## config.mk

```make
export PLATFORM = sky130hd
export DESIGN_NAME = tone_mixer
export DESIGN_NICKNAME = d
export VERILOG_FILES = /design/src/rtl/tone_mixer.sv
export SDC_FILE = /design/constraint.sdc
export NUM_CORES = 2
export LEC_CHECK = 0
export CAP_MARGIN = 10
export CORE_AREA = 2 2 364 366
export CTS_CLUSTER_SIZE = 10
export DETAILED_ROUTE_END_ITERATION = 12
export DIE_AREA = 0 0 366 368
export PLACE_DENSITY = 0.65
export SLEW_MARGIN = 0
export SYNTH_ARGS = -nofsm -noshare
export SYNTH_HDL_FRONTEND = slang
export SYNTH_SLANG_ARGS = --single-unit
```

## constraint.sdc

```tcl
create_clock -name clk -period 17.6 [get_ports clk]
set_clock_uncertainty 0.05 [all_clocks]
set_input_delay 5.28 -clock clk [delete_from_list [all_inputs] [get_ports clk]]
set_output_delay 5.28 -clock clk [all_outputs]
set_load 0.02 [all_outputs]
```

## src/rtl/tone_mixer.sv

```systemverilog
module tone_mixer #(
  parameter int NT = 8,
  parameter int PW = 32,
  parameter int GW = 16,
  parameter int OW = 16,
  parameter int QB = 8
) (
  input  logic                   clk,
  input  logic                   rst,
  input  logic                   wr_en,
  input  logic                   wr_sel,
  input  logic [$clog2(NT)-1:0]  wr_tone,
  input  logic [PW-1:0]          wr_data,
  input  logic                   sample_tick,
  output logic [OW-1:0]          mix_out,
  output logic                   out_valid
);
  localparam int CW = $clog2(NT);
  localparam int QN = 1 << QB;
  localparam int PRW = OW + GW;
  localparam int AW = PRW + CW;
  localparam logic signed [AW-1:0] MAXV = AW'((64'sd1 <<< (OW-1)) - 1);
  localparam logic signed [AW-1:0] MINV = -MAXV - 1;
  localparam logic signed [AW-1:0] HALF = AW'(64'sd1 <<< (GW-2));

  function automatic logic [OW*(QN+1)-1:0] build_qtab();
    logic [OW*(QN+1)-1:0] t;
    longint x, term, s;
    t = '0;
    for (int i = 0; i <= QN; i++) begin
      x = (longint'(i) * 64'sd1686629713) / QN;
      term = x;
      s = x;
      for (int k = 1; k <= 7; k++) begin
        term = (term * x) >>> 30;
        term = (term * x) >>> 30;
        term = -term / longint'(2*k*(2*k+1));
        s = s + term;
      end
      t[OW*i +: OW] = OW'((s * ((64'sd1 <<< (OW-1)) - 1) + (64'sd1 <<< 29)) >>> 30);
    end
    return t;
  endfunction

  localparam logic [OW*(QN+1)-1:0] QTAB = build_qtab();

  logic [PW-1:0] ph      [NT];
  logic [PW-1:0] inc_stg [NT];
  logic [PW-1:0] inc_act [NT];
  logic [GW-1:0] gn_stg  [NT];
  logic [GW-1:0] gn_act  [NT];
  logic          busy;
  logic [CW-1:0] cnt;
  logic signed [AW-1:0] acc;

  logic unused_hi;
  assign unused_hi = ^wr_data[PW-1:GW];

  logic [PW-1:0] cur_ph;
  logic [QB-1:0] qidx;
  logic [QB:0]   addr;
  logic signed [OW-1:0]  mag, sval;
  logic signed [GW-1:0]  gval;
  logic signed [PRW-1:0] prod;
  logic signed [AW-1:0]  acc_nx, rnd, shr;

  assign cur_ph = ph[cnt];
  assign qidx   = cur_ph[PW-3 -: QB];
  assign addr   = cur_ph[PW-2] ? (QB+1)'(QN) - {1'b0, qidx} : {1'b0, qidx};
  assign mag    = QTAB[OW*addr +: OW];
  assign sval   = cur_ph[PW-1] ? -mag : mag;
  assign gval   = gn_act[cnt];
  assign prod   = sval * gval;
  assign acc_nx = acc + {{(AW-PRW){prod[PRW-1]}}, prod};
  assign rnd    = acc_nx + HALF;
  assign shr    = rnd >>> (GW-1);

  always_ff @(posedge clk) begin
    if (rst) begin
      for (int t = 0; t < NT; t++) begin
        ph[t] <= '0; inc_stg[t] <= '0; inc_act[t] <= '0;
        gn_stg[t] <= '0; gn_act[t] <= '0;
      end
      busy <= 1'b0; cnt <= '0; acc <= '0;
      mix_out <= '0; out_valid <= 1'b0;
    end else begin
      out_valid <= 1'b0;
      if (wr_en) begin
        if (wr_sel) gn_stg[wr_tone] <= wr_data[GW-1:0];
        else        inc_stg[wr_tone] <= wr_data;
      end
      if (!busy) begin
        if (sample_tick) begin
          for (int t = 0; t < NT; t++) begin
            inc_act[t] <= inc_stg[t];
            gn_act[t]  <= gn_stg[t];
          end
          busy <= 1'b1; cnt <= '0; acc <= '0;
        end
      end else begin
        ph[cnt] <= cur_ph + inc_act[cnt];
        acc <= acc_nx;
        cnt <= cnt + 1'b1;
        if (cnt == CW'(NT-1)) begin
          busy <= 1'b0;
          out_valid <= 1'b1;
          mix_out <= (shr > MAXV) ? OW'(MAXV) : (shr < MINV) ? OW'(MINV) : shr[OW-1:0];
        end
      end
    end
  end

  logic [NT*PW-1:0] ph_flat, inc_flat;
  for (genvar g = 0; g < NT; g++) begin : g_flat
    assign ph_flat[g*PW +: PW]  = ph[g];
    assign inc_flat[g*PW +: PW] = inc_act[g];
  end

  AST_PHASE_IDLE:  assert property (@(posedge clk) disable iff (rst) !busy |=> $stable(ph_flat));
  AST_VALID_PULSE: assert property (@(posedge clk) disable iff (rst) out_valid |=> !out_valid);
  AST_OUT_HOLD:    assert property (@(posedge clk) disable iff (rst) !out_valid |-> $stable(mix_out));
  AST_TICK_IGNORE: assert property (@(posedge clk) disable iff (rst) (busy && sample_tick) |=> $stable(inc_flat));
  AST_NO_PASS_START: assert property (@(posedge clk) disable iff (rst) out_valid |-> !busy);
endmodule

```

==> qor.yml <==
status: "completed"
rsz0062_at_grt: "false"
grt_use_total: 0.275
synth_edf_count: 1024
io_pins: 57
tns_ns: 0
required_ns: 18.17
finalCritPeriodShare: 0.938
fmax_mhz: 60.6
yosysWarnings: 0
vias_per_cell: 6.02
ctsResizeCount: 0
clock_sinks: 1083
hpwl_um: 119000
cpPeakStageDelay_ns: 0.84
grt_pass1_vias: 44700
synth_fp_nets: 6073
antenna_found_initial: 4
endpoint_kind: "flop"
numPortBuffers: 56
antenna_left: 0
min_path_cells: 2
grt_max_degree: 289
die_y_um: 368
post-route-cell-area_mm2: 0.0713
drive_above_1_share: 0.116
drc: 0
reg2reg_depth: 51
crit_type: "reg2reg"
place_congestion: 1.07
yosysSeqAreaShare: 0.491
dieArea_mm2: 0.135
cts_tree: "yes"
slew-limit-headroom: 0.162
htreeDepth: 3
synth_ff_type: "edfxtp_1"
postPlaceCellArea_mm2: 0.0679
syn_to_final_growth_pct: 9.48
num-nets-final: 6066
core_area_mm2: 0.131
post_cts_buffers: 0
layout.cells.non_filler: 7390
finalMaxSlewViolations: 0
grt.overflow.total: 0
cap_violations: 0
fill_cells: 11200
hp-class: "reg2reg"
routed_wirelength_um: 184000
drt_iter0_markers: 4706
clk_path_buf_depth: 3
crit_fanout: 23
yosysUniqueCellTypes: 109
cts_made_buffers: 121
min_period_ns: 16.50
worstMarginPinSlew_ns: 1.24
critPathMostFrequentCell: "inv_1"
holdBufCountCts: 0
synth.cell_area_mm2: 0.0651
dr.pass1.iters: 6
clock_latency_ns: 0.74
num_vias: 44500
hold_violations: 0
start_kind: "flop"
synth-async-reset-ratio: 0
cts.clk_slew.worst_paths_ns: 0.06
synth-seq-cells: 1083
cts_root_buffer: "clkbuf_16"
wl_per_cell_um: 24.9
die_w_um: 366
core.rowCount: 133
avgSynthCellArea_um2: 11.6
slowest_stage: "a2111oi_1"
dp_cells: 7227
finalSetupViolCount: 0
grt_pass1_wl_um: 282000
syn_inst: 5602
crit_arrival_ns: 17.08
start_util: 0.498
path summary, 6_finish.rpt:
kind,startpoint,endpoint,slack (ns)
max,flop,mix_out[14],1.10
min,acc[9],acc[9],0.41
max reg2reg,flop,mix_out[14],1.10
min reg2reg,acc[9],acc[9],0.41
cells by family after synthesis:
family,Yosys count,share of synthesized area
fa+ha+maj,431,0.113
compound gates,856,0.0914
mux,276,0.0736
simple gates,2089,0.168
buf+inv,737,0.0451
xor+xnor,130,0.0181
flops,1083,0.491
worst max-delay path, delay by kind of cell, from the launching register on:
family | cells | cell delay (ns)
XOR/XNOR | 2 | 0.56
adder cells (fa/ha/maj) | 8 | 3.80
multiplexers | 2 | 0.34
buffers and inverters | 11 | 2.16
AND/OR/NAND/NOR | 13 | 3.99
AO/OA/AOI/OAI | 15 | 4.83
flip-flops | 1 | 0.58
layout make-up:
cell class | count | area (um^2) | area share
sequential | 1083 | 31900 | 0.448
clock inverter | 12 | 200 | 0.00281
timing repair buffer | 230 | 1930 | 0.0271
tap | 1755 | 2200 | 0.0308
inverter | 377 | 1420 | 0.0199
antenna | 1 | 2.50 | 0.0000351
multi-input combinational | 3782 | 30400 | 0.427
clock buffer | 150 | 3180 | 0.0446
through the flow:
step                       util  setup slack [ns]  hold slack (ns)
final                     0.545              1.10            0.409
after floorplan               -              1.47            0.377
after CTS                 0.545              1.19            0.416
after detailed placement  0.519              1.24            0.403
after global placement    0.519             0.964            0.392
after global routing      0.545             0.138            0.442
flip-flops by register name, summed over array words and instances (netlist names), named ones only:
| name | count |
|---|---|
| gn_act | 128 |
| acc | 35 |
| busy | 1 |
| ph | 256 |
| out_valid | 1 |
| mix_out | 16 |
| inc_act | 256 |
| cnt | 3 |
| gn_stg | 128 |
| inc_stg | 256 |
Yosys cell counts (all sizes together), types with 100 or more instances:
library cell | number | share of area
edfxtp | 1024 | 0.47
and2 | 707 | 0.068
nor2 | 555 | 0.032
inv | 375 | 0.022
fa | 265 | 0.082
clkbuf | 260 | 0.015
nand2 | 258 | 0.015
o21ai | 172 | 0.013
a21oi | 168 | 0.013
ha | 166 | 0.032
mux4 | 153 | 0.053
nor3 | 133 | 0.011
nor2b | 119 | 0.011
buf | 100 | 0.0083
per-layer routing:
metal / track usage / wire (um)
met5: 0 / 13
met4: 0.101 / 6860
met3: 0.0369 / 13300
met2: 0.455 / 88300
met1: 0.371 / 75700
placed cells by master, fill, tap and decap left out, types with 153 or more instances in the layout:
cell type / instances
nor2_1: 546
a21oi_1: 165
and2_1: 706
fa_1: 265
buf_4: 168
mux4_2: 153
inv_1: 369
nand2_1: 256
edfxtp_1: 1024
o21ai_0: 164
ha_1: 166
Power is left out: the tool's default activity adds up to more than one toggle a clock period on the data nets, which glitch-free logic cannot reach.
